===== config.mk =====
export PLATFORM = sky130hd
export DESIGN_NAME = i2c_irq_vector
export DESIGN_NICKNAME = d
export VERILOG_FILES = /design/src/rtl/i2cv_pkg.sv /design/src/rtl/i2cv_flag_bank.sv /design/src/rtl/i2cv_prio_enc.sv /design/src/rtl/i2cv_regif.sv /design/src/rtl/i2c_irq_vector.sv
export SDC_FILE = /design/constraint.sdc
export NUM_CORES = 1
export LEC_CHECK = 0
export ABC_CLOCK_PERIOD_IN_PS = 3510
export BUFFER_PORTS_ARGS = -buffer_cell sky130_fd_sc_hd__buf_2
export CAP_MARGIN = 20
export CELL_PAD_IN_SITES_DETAIL_PLACEMENT = 0
export CELL_PAD_IN_SITES_GLOBAL_PLACEMENT = 1
export CORE_UTILIZATION = 32
export DETAILED_ROUTE_END_ITERATION = 12
export PLACE_DENSITY_LB_ADDON = 0.1
export SETUP_SLACK_MARGIN = 0.05
export SYNTH_ARGS = -nofsm -noshare
export SYNTH_HDL_FRONTEND = slang
export SYNTH_SLANG_ARGS = --single-unit

===== constraint.sdc =====
create_clock -name clk -period 3.51 [get_ports clk]
set_clock_uncertainty 0.05 [all_clocks]
set_input_delay 0.702 -clock clk [delete_from_list [all_inputs] [get_ports clk]]
set_output_delay 0.702 -clock clk [all_outputs]
set_load 0.005 [all_outputs]

===== src/rtl/i2cv_pkg.sv =====
`timescale 1ns/1ps
package i2cv_pkg;
  // number of event kinds tracked
  localparam int unsigned NEV = 7;

  // flag positions, shared by pending, mask and status layouts
  localparam int unsigned IDX_ARB   = 0;
  localparam int unsigned IDX_NACK  = 1;
  localparam int unsigned IDX_ARDY  = 2;
  localparam int unsigned IDX_RRDY  = 3;
  localparam int unsigned IDX_XRDY  = 4;
  localparam int unsigned IDX_STOP  = 5;
  localparam int unsigned IDX_SLAVE = 6;

  // flags that a status write of one may drop
  localparam logic [NEV-1:0] W1C_BITS = (NEV'(1) << IDX_ARB)  | (NEV'(1) << IDX_NACK) |
                                        (NEV'(1) << IDX_ARDY) | (NEV'(1) << IDX_STOP) |
                                        (NEV'(1) << IDX_SLAVE);
endpackage


===== src/rtl/i2cv_flag_bank.sv =====
`timescale 1ns/1ps
module i2cv_flag_bank #(
  parameter int unsigned N = 7
) (
  input  logic         clk,
  input  logic         rst_n,
  input  logic [N-1:0] set_i,
  input  logic [N-1:0] clr_i,
  output logic [N-1:0] flags_o
);
  for (genvar i = 0; i < N; i++) begin : g_flag
    logic q;
    logic d;
    logic en;

    // a new event outranks any clear in the same cycle
    always_comb begin
      en = set_i[i] | clr_i[i];
      d  = set_i[i] | (q & ~clr_i[i]);
    end

    always_ff @(posedge clk or negedge rst_n) begin
      if (!rst_n) begin
        q <= 1'b0;
      end else if (en) begin
        q <= d;
      end
    end

    assign flags_o[i] = q;
  end
endmodule


===== src/rtl/i2cv_prio_enc.sv =====
`timescale 1ns/1ps
module i2cv_prio_enc #(
  parameter int unsigned N  = 7,
  parameter int unsigned CW = 3
) (
  input  logic [N-1:0]  req_i,
  output logic [CW-1:0] code_o,
  output logic [N-1:0]  onehot_o
);
  logic found;

  // lowest index wins; code is index plus one, zero means idle
  always_comb begin
    code_o   = '0;
    onehot_o = '0;
    found    = 1'b0;
    for (int i = 0; i < int'(N); i++) begin
      if (!found && req_i[i]) begin
        code_o      = CW'(i + 1);
        onehot_o[i] = 1'b1;
        found       = 1'b1;
      end
    end
  end
endmodule


===== src/rtl/i2cv_regif.sv =====
`timescale 1ns/1ps
module i2cv_regif
  import i2cv_pkg::*;
#(
  parameter int unsigned DATA_W   = 16,
  parameter int unsigned ADDR_W   = 6,
  parameter int unsigned CW       = 3,
  parameter logic [ADDR_W-1:0] MASK_OFS = 6'h04,
  parameter logic [ADDR_W-1:0] STAT_OFS = 6'h08,
  parameter logic [ADDR_W-1:0] VEC_OFS  = 6'h28,
  parameter int unsigned RSF_BIT  = 11,
  parameter int unsigned BB_BIT   = 12
) (
  input  logic              clk,
  input  logic              rst_n,
  input  logic [ADDR_W-1:0] addr_i,
  input  logic              wr_i,
  input  logic              rd_i,
  input  logic [DATA_W-1:0] wdata_i,
  output logic [DATA_W-1:0] rdata_o,
  input  logic [NEV-1:0]    flags_i,
  input  logic [CW-1:0]     code_i,
  input  logic [NEV-1:0]    code_oh_i,
  input  logic              rx_taken_i,
  input  logic              tx_loaded_i,
  input  logic              rsfull_i,
  input  logic              busy_i,
  output logic [NEV-1:0]    mask_o,
  output logic [NEV-1:0]    clr_o
);
  logic [NEV-1:0] mask_q;
  logic [NEV-1:0] mask_d;
  logic           mask_we;
  logic           stat_we;
  logic           vec_rd;
  logic [NEV-1:0] data_clr;
  logic [DATA_W-NEV-1:0] unused_wdata_hi;

  assign unused_wdata_hi = wdata_i[DATA_W-1:NEV];

  // decode
  always_comb begin
    mask_we = wr_i && (addr_i == MASK_OFS);
    stat_we = wr_i && (addr_i == STAT_OFS);
    vec_rd  = rd_i && (addr_i == VEC_OFS);
  end

  // mask register
  always_comb begin
    mask_d = mask_we ? wdata_i[NEV-1:0] : mask_q;
  end

  always_ff @(posedge clk or negedge rst_n) begin
    if (!rst_n) begin
      mask_q <= '0;
    end else if (mask_we) begin
      mask_q <= mask_d;
    end
  end

  assign mask_o = mask_q;

  // clear sources
  always_comb begin
    data_clr           = '0;
    data_clr[IDX_RRDY] = rx_taken_i;
    data_clr[IDX_XRDY] = tx_loaded_i;
    clr_o = ({NEV{vec_rd}} & code_oh_i)
          | ({NEV{stat_we}} & wdata_i[NEV-1:0] & W1C_BITS)
          | data_clr;
  end

  // read mux
  always_comb begin
    rdata_o = '0;
    case (addr_i)
      MASK_OFS: rdata_o[NEV-1:0] = mask_q;
      STAT_OFS: begin
        rdata_o[NEV-1:0] = flags_i;
        rdata_o[RSF_BIT] = rsfull_i;
        rdata_o[BB_BIT]  = busy_i;
      end
      VEC_OFS:  rdata_o[CW-1:0] = code_i;
      default:  rdata_o = '0;
    endcase
  end
endmodule


===== src/rtl/i2c_irq_vector.sv =====
`timescale 1ns/1ps
module i2c_irq_vector
  import i2cv_pkg::*;
#(
  parameter int unsigned DATA_W   = 16,
  parameter int unsigned ADDR_W   = 6,
  parameter logic [ADDR_W-1:0] MASK_OFS = 6'h04,
  parameter logic [ADDR_W-1:0] STAT_OFS = 6'h08,
  parameter logic [ADDR_W-1:0] VEC_OFS  = 6'h28,
  parameter int unsigned RSF_BIT  = 11,
  parameter int unsigned BB_BIT   = 12
) (
  input  logic              clk,
  input  logic              rst_n,
  input  logic [ADDR_W-1:0] reg_addr,
  input  logic              reg_wr,
  input  logic              reg_rd,
  input  logic [DATA_W-1:0] reg_wdata,
  output logic [DATA_W-1:0] reg_rdata,
  input  logic              ev_arb_lost,
  input  logic              ev_nack,
  input  logic              ev_acc_ready,
  input  logic              ev_rx_ready,
  input  logic              ev_tx_ready,
  input  logic              ev_stop_seen,
  input  logic              ev_addr_slave,
  input  logic              rx_data_taken,
  input  logic              tx_data_loaded,
  input  logic              rx_shift_full,
  input  logic              bus_busy,
  output logic              irq
);
  localparam int unsigned CODE_W = $clog2(NEV + 1);

  logic [NEV-1:0]    ev_vec;
  logic [NEV-1:0]    pend_flags;
  logic [NEV-1:0]    irq_mask;
  logic [NEV-1:0]    flag_clr;
  logic [NEV-1:0]    live;
  logic [NEV-1:0]    vec_oh;
  logic [CODE_W-1:0] vec_code;

  always_comb begin
    ev_vec            = '0;
    ev_vec[IDX_ARB]   = ev_arb_lost;
    ev_vec[IDX_NACK]  = ev_nack;
    ev_vec[IDX_ARDY]  = ev_acc_ready;
    ev_vec[IDX_RRDY]  = ev_rx_ready;
    ev_vec[IDX_XRDY]  = ev_tx_ready;
    ev_vec[IDX_STOP]  = ev_stop_seen;
    ev_vec[IDX_SLAVE] = ev_addr_slave;
  end

  i2cv_flag_bank #(.N(NEV)) u_flags (
    .clk     (clk),
    .rst_n   (rst_n),
    .set_i   (ev_vec),
    .clr_i   (flag_clr),
    .flags_o (pend_flags)
  );

  assign live = pend_flags & irq_mask;
  assign irq  = |live;

  i2cv_prio_enc #(.N(NEV), .CW(CODE_W)) u_prio (
    .req_i    (live),
    .code_o   (vec_code),
    .onehot_o (vec_oh)
  );

  i2cv_regif #(
    .DATA_W   (DATA_W),
    .ADDR_W   (ADDR_W),
    .CW       (CODE_W),
    .MASK_OFS (MASK_OFS),
    .STAT_OFS (STAT_OFS),
    .VEC_OFS  (VEC_OFS),
    .RSF_BIT  (RSF_BIT),
    .BB_BIT   (BB_BIT)
  ) u_regs (
    .clk         (clk),
    .rst_n       (rst_n),
    .addr_i      (reg_addr),
    .wr_i        (reg_wr),
    .rd_i        (reg_rd),
    .wdata_i     (reg_wdata),
    .rdata_o     (reg_rdata),
    .flags_i     (pend_flags),
    .code_i      (vec_code),
    .code_oh_i   (vec_oh),
    .rx_taken_i  (rx_data_taken),
    .tx_loaded_i (tx_data_loaded),
    .rsfull_i    (rx_shift_full),
    .busy_i      (bus_busy),
    .mask_o      (irq_mask),
    .clr_o       (flag_clr)
  );
endmodule


# Word level (Yosys, flattened, before mapping)
# Cells that the tools add are included.
# word_totals
ff_bits	14
in_bits	37
out_inout_bits	17
elab_cells	82
# classes
n_eq_ne	3
muxes	22
bitwise_logic	33
reduce_logical	16
# ops
cell	count
7-bit bitwise AND	3
3-bit 2-to-1 mux	6
1-bit bitwise OR	14
1-bit 2-to-1 mux	13
1-bit logical AND	9
3-bit one-hot mux with 3 select lines	1
4-bit one-hot mux with 2 select lines	1
1-bit bitwise AND	7
1-bit inverter	7
7-bit by 5-bit bitwise OR with 7-bit output	1
7-bit bitwise OR	1
7-bit OR reduction	1
6-bit by 3-bit equality test with 1-bit output (second input constant)	1
6-bit by 4-bit equality test with 1-bit output (second input constant)	1
6-bit equality test (second input constant)	1
1-bit logical NOT	6
2-bit 2-to-1 mux	1

# Logic depth before layout (Yosys ltp)
# Gate-level depths: netlist (run 1).
# logic_depth
depth_word	26
ltp_mapped	5

# Cells and area by module
# From an unflattened synthesis (run 1), not the netlist that was laid out.
# unflattened
hier_cells	113
area_unflattened_um2	1092.3
# by_module_without_submodules
mod	n_inst	cells_per_inst	area_each_um2	seq_area_each_um2
i2cv_regif	1	55	585.6	175.2
i2cv_flag_bank	1	28	306.5	175.2
i2cv_prio_enc	1	20	126.4	0.0
i2c_irq_vector	1	10	73.8	0.0

# Worst setup path after synthesis (run 1)
# OpenSTA, ideal clock, no wires.
# synth_timing
path_kind	input -> output
start	input port reg_addr[4]
end	output port reg_rdata[0]
arrival_ns	1.927
required_time_ns	2.758
slack_ns	0.831
path_stages	5
cell_sequence	or4_4 nor2b_1 buf_2 a21oi_1 o211ai_1
# synth_via
elab_chain_cells	2
word_cells_on_any_way	4
classes_between	eq/ne (3); mux (1)
# synth_rtl
element	line	rtl
start, declared	i2c_irq_vector.sv:15	input logic [ADDR_W-1:0] reg_addr,
6-bit equality test (tied with other cells)	i2cv_regif.sv:76	case (addr_i)
3-bit one-hot mux with 3 select lines *	i2cv_regif.sv:76	
end, declared	i2c_irq_vector.sv:19	output logic [DATA_W-1:0] reg_rdata,
# Every way passes the cells marked *; elsewhere a longest branch is shown, timed or not.

# Worst setup path after layout (run 1)
# layout_timing
start	input port reg_addr[4]
end	output port reg_rdata[1]
# The elaborated chain is that of the path after synthesis.

==> impl_metrics.tcl, run 1 <==
set metrics [dict create \
    final_cell_mix "buf_2, dfrtp_1, nand2_1" \
    synth-warning-count 0 \
    row_count 18 \
    cts_setup_buffers 0 \
    synthAdderAreaFrac 0 \
    drc 0 \
    avgSynthCellArea_um2 9.98 \
    slew_headroom 0.660 \
    hp-class "in -> async" \
    crit_chain "buf_2, or4_4, nor3b_4, a22oi_1, nand3_1, buf_2" \
    vdd_drop_max_mv 0.175 \
    area_growth_pct 24.4 \
    syn-cell-area_um2 908 \
    synth_xor_area_frac 0 \
    regArea_um2 350 \
    wl_per_cell_um 14.5 \
    synth_top_family_by_area "compound AO/OA/AOI/OAI gates" \
    start_kind "primary input" \
    cp_slowest_cell "or4_4" \
    worst_slack_ns 0.562 \
    yosysUniqueCellTypes 31 \
    p_total_mw 0.364 \
    cp.required_ns 2.76 \
    grt_usage 0.160 \
    h-tree-depth 1 \
    dpl_cell_area_um2 1110 \
    drive_gt1_frac 0.462 \
    antenna_cells 0 \
    slew_violations 0 \
    port_buffers 37 \
    drt_iter0_drc 40 \
    status "completed" \
    crit_top_cell "buf_2" \
    cts-root-buf "clkbuf_4" \
    max_stage_delay_ns 0.55 \
    max_freq_ghz 0.339 \
    arrival_ns 2.20 \
    synth-compound-area-share 0.241 \
    setup_viol 0 \
    io-pin-count 54 \
    dp.cells 157 \
    core_area_um2 2590 \
    finalCriticalPeriod_ns 2.95 \
    design_area_um2 1130 \
    yosysSeqAreaShare 0.386 \
    worstPathMaxFanout 8 \
    syn_inst 91 \
    vias 859 \
    clkSinkCount 14 \
    final_cells 160 \
    layout.nets 169 \
    fill_cells 268 \
    hold_violations 0 \
    detail-route-antenna-nets 0 \
    die_x_um 55.3 \
    p_leak_nw 0.563 \
    antenna_found_initial 0 \
    cp-end-kind "output pin" \
    dp_hpwl_um 1790 \
    multiInputGateArea_um2 504 \
    final_common_cell "buf_2" \
    tightestPinTransition_ns 0.510 \
    post-place-ws_ns 0.549 \
    final.period_utilization 0.840 \
    die_area_um2 3060 \
    path_clk_slew_ns 0.09 \
    grt_start_max_net_pins 15 \
    setup_tns_ns 0 \
    power.density_nw_per_um2 323 \
    rsz0062_at_grt "false" \
    via_per_inst 5.37 \
    gp_congestion 0.746 \
    cts.path.max_buffers 2 \
    first_global_vias 847 \
    cap_violations 0 \
    worst_skew_pair.late_latency_ns 0.28 \
    critical_path_class "in -> out" \
    postLayoutCoreUtil 0.436 \
    cts_tree "built" \
    fp.dieH_um 55.3 \
    muxShareOfSynthArea 0.0868 \
    overflow 0 \
    ctsHoldBuffers 0 \
    whs_ns 0.254 \
    synth_seq_cells 14 \
    grt_pass1_wl_um 3900 \
    drtPass1Iterations 5 \
    cts_resized 0 \
    start_util 0.351 \
    drt_wl_total_um 2310 \
    yosys.area_share.simple 0.198 \
    cts_inserted_buffers 3 \
]
-- critical path: cells and delay by family --
kind / cells / cell delay, ns
AO/OA/AOI/OAI: 1 / 0.16
AND/OR/NAND/NOR: 3 / 1.12
buffers and inverters: 2 / 0.21
-- logic make-up (layout without fill, tap and decap cells) --
| family | Yosys count | in the layout |
|---|---|---|
| buffers and inverters | 13 | 46 |
| other | 1 | 7 |
| AO/OA/AOI/OAI | 27 | 27 |
| flip-flops | 14 | 14 |
| multiplexers | 7 | 7 |
| AND/OR/NAND/NOR | 29 | 29 |
-- worst paths after layout --
kind	cells past startpoint	from	slack, ns	endpoint
max	6	reg_addr[4]	0.56	reg_rdata[1]
min	1	rst_n	0.25	u_flags.g_flag[6].q$_DFFE_PN0P_
max reg2reg	4	u_regs.mask_o[0]$_DFFE_PN0P_	1.88	u_flags.g_flag[6].q$_DFFE_PN0P_
min reg2reg	1	u_flags.g_flag[0].q$_DFFE_PN0P_	0.51	u_flags.g_flag[0].q$_DFFE_PN0P_
max in group asynchronous	1	rst_n	2.90	u_regs.mask_o[4]$_DFFE_PN0P_
min in group clk	1	u_flags.g_flag[0].q$_DFFE_PN0P_	0.51	u_flags.g_flag[0].q$_DFFE_PN0P_
-- Yosys cell counts --
cell type | n | share of area
dfrtp_1 | 14 | 0.39
nand2_1 | 8 | 0.033
buf_4 | 7 | 0.058
mux2_2 | 7 | 0.087
nand3_1 | 6 | 0.033
a22o_2 | 4 | 0.044
a32oi_1 | 4 | 0.039
and2_1 | 4 | 0.028
inv_1 | 4 | 0.017
a21o_1 | 3 | 0.025
a21oi_1 | 3 | 0.017
a22oi_1 | 3 | 0.025
a31o_2 | 3 | 0.029
a222oi_1 | 2 | 0.022
and4_1 | 2 | 0.019
nor2b_1 | 2 | 0.014
a311oi_1 | 1 | 0.0096
a31oi_1 | 1 | 0.0069
a32o_1 | 1 | 0.011
and3_1 | 1 | 0.0069
buf_2 | 1 | 0.0055
clkbuf_1 | 1 | 0.0041
conb_1 | 1 | 0.0041
nand2_4 | 1 | 0.012
nand4_1 | 1 | 0.0069
nor3_1 | 1 | 0.0055
nor3b_4 | 1 | 0.021
o211ai_1 | 1 | 0.0083
o21ai_0 | 1 | 0.0055
or2_2 | 1 | 0.0069
or4_4 | 1 | 0.012
-- flip-flops by register name, indices dropped and copies added (netlist names) --
signal            count
u_regs.mask_o         7
u_flags.g_flag.q      7
-- power by group --
group	total (mW)	switching, mW	leakage (nW)	internal [mW]
clock	0.0931	0.0532	0.0138	0.0398
combinational	0.0799	0.0383	0.391	0.0416
sequential	0.192	0.0178	0.158	0.174
-- metal layers --
| layer | routed length, µm | GRT usage | up-vias |
|---|---|---|---|
| met5 | 0 | 0 | - |
| met4 | 13 | 0.0536 | 0 |
| met3 | 138 | 0.0375 | 2 |
| met2 | 1120 | 0.260 | 32 |
| met1 | 1040 | 0.208 | 403 |
| li1 | - | - | 422 |
-- layout make-up --
cell class,instances,share of cell area
multi-input combinational,70,0.446
sequential,14,0.310
timing repair buffer,39,0.177
tap,30,0.0332
clock buffer,3,0.0199
inverter,4,0.0133
No activity file was read; power rests on OpenSTA's default activity.
==> inputs of run 2 (changes only) <==
--- a/config.mk
+++ b/config.mk
@@ -5,12 +5,13 @@
 export SDC_FILE = /design/constraint.sdc
 export NUM_CORES = 1
 export LEC_CHECK = 0
-export ABC_CLOCK_PERIOD_IN_PS = 3510
+export ABC_AREA = 1
+export ABC_CLOCK_PERIOD_IN_PS = 2600
 export BUFFER_PORTS_ARGS = -buffer_cell sky130_fd_sc_hd__buf_2
 export CAP_MARGIN = 20
 export CELL_PAD_IN_SITES_DETAIL_PLACEMENT = 0
 export CELL_PAD_IN_SITES_GLOBAL_PLACEMENT = 1
-export CORE_UTILIZATION = 32
+export CORE_UTILIZATION = 27
 export DETAILED_ROUTE_END_ITERATION = 12
 export PLACE_DENSITY_LB_ADDON = 0.1
 export SETUP_SLACK_MARGIN = 0.05
==> constraint.sdc (replaced) <==
create_clock -name clk -period 2.6 [get_ports clk]
set_clock_uncertainty 0.05 [all_clocks]
set_input_delay 0.52 -clock clk [delete_from_list [all_inputs] [get_ports clk]]
set_output_delay 0.52 -clock clk [all_outputs]
set_load 0.005 [all_outputs]
==> impl_metrics.tcl, run 2 <==
set metrics [dict create \
    cp.required_ns 2.03 \
    synth_xor_area_frac 0 \
    row_count 22 \
    layout.nets 227 \
    synth-warning-count 0 \
    vdd_drop_max_mv 0.192 \
    clkSinkCount 14 \
    synth_common_cells "nand2_1, inv_1, dfrtp_1" \
    yosys.area_share.simple 0.386 \
    r2r_start "u_flags.g_flag[1].q$_DFFE_PN0P_" \
    die_x_um 64.2 \
    p_leak_nw 0.724 \
    p_int_mw 0.426 \
    antenna_cells 0 \
    cts-root-buf "clkbuf_8" \
    drc 0 \
    vias 1025 \
    crit_top_cell "nand2_1" \
    p_total_mw 0.606 \
    whs_ns 0.114 \
    avgSynthCellArea_um2 6.97 \
    final.period_utilization 0.814 \
    worstPathMaxFanout 5 \
    dp.cells 233 \
    grt_usage 0.138 \
    cpLargestDelayFamily "simple AND/OR/NAND/NOR gates" \
    cts_resized 0 \
    final_cell_mix "nand2_1, buf_2, inv_1" \
    port_buffers 37 \
    max_freq_ghz 0.472 \
    synth_area_leaders "dfrtp_1, nand2_1, inv_1" \
    drive_gt1_frac 0.317 \
    power.density_nw_per_um2 466 \
    worst_skew_pair.late_latency_ns 0.25 \
    cap_violations 0 \
    cts_setup_buffers 0 \
    switching_share 0.297 \
    drtPass1Iterations 4 \
    synth.most_common_cell "nand2_1" \
    overflow 0 \
    cp-end-kind "output pin" \
    cp_slowest_cell "dfrtp_1" \
    yosysSeqAreaShare 0.335 \
    via_per_inst 4.32 \
    gp_congestion 0.733 \
    status "completed" \
    reg2regPathDepth 8 \
    critical_path_class "reg -> out" \
    synth_top_family_by_area "simple AND/OR/NAND/NOR gates" \
    cts_inserted_buffers 3 \
    pwr-share-clk 0.353 \
    area_growth_pct 24.4 \
    synthAdderAreaFrac 0 \
    muxShareOfSynthArea 0 \
    ctsHoldBuffers 0 \
    r2r_slack_ns 1.23 \
    final_cells 237 \
    synth-async-reset-ratio 1.00 \
    path_clk_slew_ns 0.06 \
    combPwrFrac 0.223 \
    dp_hpwl_um 2040 \
    setup_viol 0 \
    grt_start_max_net_pins 15 \
    setup_tns_ns 0 \
    cts.path.max_buffers 2 \
    antenna_found_initial 0 \
    first_global_vias 968 \
    start_kind "register" \
    finalCriticalPeriod_ns 2.12 \
    synth-compound-area-share 0.106 \
    hold_violations 0 \
    io-pin-count 54 \
    synth_edf_count 0 \
    yosysTopAreaCell "dfrtp_1" \
    final_common_cell "nand2_1" \
    die_area_um2 4130 \
    fp.dieH_um 64.2 \
    h-tree-depth 1 \
    synth_top_area_share 0.335 \
    cts_tree "built" \
    arrival_ns 1.55 \
    regArea_um2 350 \
    postLayoutCoreUtil 0.353 \
    p_seq_frac 0.424 \
    path_buf_inv 1 \
    max_stage_delay_ns 0.40 \
    rr_endpoint "u_flags.g_flag[6].q$_DFFE_PN0P_" \
    start_util 0.284 \
    drt_iter0_drc 26 \
    detail-route-antenna-nets 0 \
    fill_cells 424 \
    synth_seq_cells 14 \
    power.switching_mw 0.180 \
    rsz0062_at_grt "false" \
    wl_per_cell_um 10.4 \
    syn_inst 150 \
    yosysUniqueCellTypes 24 \
    ys.flop_type "dfrtp_1" \
    syn-cell-area_um2 1050 \
    multiInputGateArea_um2 542 \
    slew_violations 0 \
    crit_chain "nand2_1, nand2_1, nor2_4, o211ai_1, nand2_1, nand2_1, nand2_1, buf_2" \
    core_area_um2 3690 \
    grt_pass1_wl_um 4270 \
    hp-class "in -> async" \
    drt_wl_total_um 2470 \
]
## run 2: worst max-delay path by stage
| stage | slack [ns] | cells past startpoint | to | startpoint |
|---|---|---|---|---|
| global route | 0.33 | 8 | reg_rdata[2] | u_flags.g_flag[1].q$_DFFE_PN0P_ |
| floorplan | 0.91 | 7 | reg_rdata[0] | reg_addr[1] |
| finish | 0.48 | 8 | reg_rdata[1] | u_flags.g_flag[1].q$_DFFE_PN0P_ |
| global placement | 0.49 | 9 | reg_rdata[0] | reg_addr[1] |
| detailed placement | 0.47 | 9 | reg_rdata[0] | reg_addr[1] |
| CTS | 0.47 | 9 | reg_rdata[0] | reg_addr[1] |
## run 2: power by group through the flow
stage               Sequential, mW  Clock (mW)  Combinational [mW]
floorplan                    0.257           0              0.0970
global placement             0.260           0               0.134
detailed placement           0.261           0               0.137
CTS                          0.257       0.223               0.137
global route                 0.261       0.237               0.157
finish                       0.257       0.214               0.135
## run 2: cell type report
cell class | instances | area share
Inverter | 29 | 0.0837
Timing Repair Buffer | 37 | 0.142
Clock buffer | 4 | 0.0423
Sequential cell | 14 | 0.269
Multi-Input combinational cell | 105 | 0.416
Tap cell | 48 | 0.0462
## run 2: metrics by stage
| step | area, µm² | worst slack (ns) |
|---|---|---|
| 2_1_floorplan | 1070 | 0.907 |
| 3_3_place_gp | 1250 | 0.493 |
| 3_5_place_dp | 1250 | 0.472 |
| 4_1_cts | 1300 | 0.473 |
| 5_1_grt | 1300 | 0.335 |
| 6_report | 1300 | 0.483 |
## run 2: kinds of logic after synthesis
family / count (synthesis)
buffers and inverters: 37
DFF: 14
and+or+nand+nor: 79
other: 1
AOI/OAI and AO/OA: 19
## run 2: metal layers
metal  vias to the layer above  wire length (µm)  track usage
met3                         4               105       0.0286
met1                       467              1150        0.174
li1                        527                 -            -
met2                        27              1170        0.226
met4                         0                44       0.0583
met5                         -                 0            0
==> inputs of run 3 (changes only) <==
--- a/config.mk
+++ b/config.mk
@@ -6,7 +6,7 @@
 export NUM_CORES = 1
 export LEC_CHECK = 0
 export ABC_AREA = 1
-export ABC_CLOCK_PERIOD_IN_PS = 2600
+export ABC_CLOCK_PERIOD_IN_PS = 1800
 export BUFFER_PORTS_ARGS = -buffer_cell sky130_fd_sc_hd__buf_2
 export CAP_MARGIN = 20
 export CELL_PAD_IN_SITES_DETAIL_PLACEMENT = 0
==> constraint.sdc (replaced) <==
create_clock -name clk -period 1.8 [get_ports clk]
set_clock_uncertainty 0.05 [all_clocks]
set_input_delay 0.36 -clock clk [delete_from_list [all_inputs] [get_ports clk]]
set_output_delay 0.36 -clock clk [all_outputs]
set_load 0.005 [all_outputs]
==> impl_metrics.tcl, run 3 (synthesis results as in run 2) <==
set metrics [dict create \
    cts_inserted_buffers 3 \
    rsz0062_at_grt "true" \
    antenna_found_initial 0 \
    grt_start_max_net_pins 15 \
    hold_violations 0 \
    cp.required_ns 1.39 \
    final_cell_mix "nand2_1, buf_2, inv_1" \
    clkSinkCount 14 \
    drive_gt1_frac 0.379 \
    drt_wl_total_um 2590 \
    start_kind "register" \
    worst_skew_pair.late_latency_ns 0.25 \
    critical_path_class "reg -> out" \
    worstPathMaxFanout 3 \
    row_count 22 \
    h-tree-depth 1 \
    whs_ns 0.240 \
    io-pin-count 54 \
    final_cells 246 \
    postLayoutCoreUtil 0.381 \
    grt_pass1_wl_um 4490 \
    power.density_nw_per_um2 653 \
    die_x_um 64.2 \
    arrival_ns 1.38 \
    hp-class "in -> reg" \
    drt_iter0_drc 30 \
    start_util 0.284 \
    drtPass1Iterations 4 \
    cts_tree "built" \
    final.period_utilization 0.994 \
    max_freq_ghz 0.559 \
    path_buf_inv 1 \
    first_global_vias 1009 \
    startpoint "u_regs.mask_o[3]$_DFFE_PN0P_" \
    path_clk_slew_ns 0.06 \
    status "completed" \
    worst_slack_ns 0.0116 \
    antenna_cells 0 \
    crit_top_cell "nand2_1" \
    dpl_cell_area_um2 1250 \
    vias 1046 \
    setup_viol 0 \
    port_buffers 37 \
    cpLargestDelayFamily "simple AND/OR/NAND/NOR gates" \
    vdd_drop_max_mv 0.295 \
    via_per_inst 4.25 \
    drc 0 \
    r2r_start "u_regs.mask_o[3]$_DFFE_PN0P_" \
    fp.dieH_um 64.2 \
    layout.nets 236 \
    gp_congestion 0.736 \
    cts-root-buf "clkbuf_8" \
    core_area_um2 3690 \
    grt_usage 0.141 \
    p_leak_nw 0.788 \
    cp-end-kind "output pin" \
    dp.cells 234 \
    max_stage_delay_ns 0.38 \
    fill_cells 440 \
    overflow 0 \
    hold_start "ev_nack" \
    finalCriticalPeriod_ns 1.79 \
    setup_tns_ns 0 \
    cap_violations 0 \
    post-place-ws_ns 0.0862 \
    cts.path.max_buffers 2 \
    cp_slowest_cell "dfrtp_1" \
    design_area_um2 1410 \
    detail-route-antenna-nets 0 \
    final_common_cell "nand2_1" \
    p_total_mw 0.918 \
    dp_hpwl_um 2010 \
    crit_chain "nand2_1, nand2_4, nor2_4, o211ai_1, nand2_1, nand2_1, nand2_1, buf_2" \
    wl_per_cell_um 10.5 \
    die_area_um2 4130 \
    slew_violations 0 \
    area_growth_pct 34.3 \
]
## run 3: layout make-up
| type | instances | area (µm²) | area share |
|---|---|---|---|
| Tap cell | 48 | 60.1 | 0.0427 |
| Sequential cell | 14 | 350 | 0.249 |
| Timing Repair Buffer | 46 | 255 | 0.182 |
| Multi-Input combinational cell | 105 | 576 | 0.410 |
| Inverter | 29 | 109 | 0.0775 |
| Clock buffer | 4 | 55.1 | 0.0392 |
## run 3: worst paths after layout
kind	cells after the start	endpoint	slack, ns
max	8	reg_rdata[1]	0.01
min	3	u_flags.g_flag[1].q$_DFFE_PN0P_	0.24
max reg2reg	10	u_flags.g_flag[6].q$_DFFE_PN0P_	0.41
min reg2reg	2	u_flags.g_flag[1].q$_DFFE_PN0P_	0.49
max in group asynchronous	2	u_regs.mask_o[5]$_DFFE_PN0P_	0.95
min in group asynchronous	2	u_flags.g_flag[4].q$_DFFE_PN0P_	0.49
## run 3: metal layers
layer | track usage | wire (µm)
met4 | 0.0500 | 20
met5 | 0 | 0
met2 | 0.225 | 1190
met3 | 0.0339 | 111
met1 | 0.184 | 1270
## run 3: power by group
| group | internal, mW | total, mW | switching (mW) |
|---|---|---|---|
| registers | 0.350 | 0.372 | 0.0226 |
| clock network | 0.194 | 0.312 | 0.118 |
| logic | 0.0919 | 0.234 | 0.142 |
| total | 0.635 | 0.918 | 0.283 |
## run 3: worst min-delay path, cell delays in order
cell and delay [ns]:
buf_2 0.07, inv_1 0.03, nand2_1 0.05
## run 3: repair_timing
action                                  in CTS  in global routing
endpoints found under the setup margin       4                  4
hold buffers                                 1                  0
pin swaps                                    3                  0
resized for setup                            9                  2
setup buffers                                5                  2
endpoints found under the hold margin       14                  0
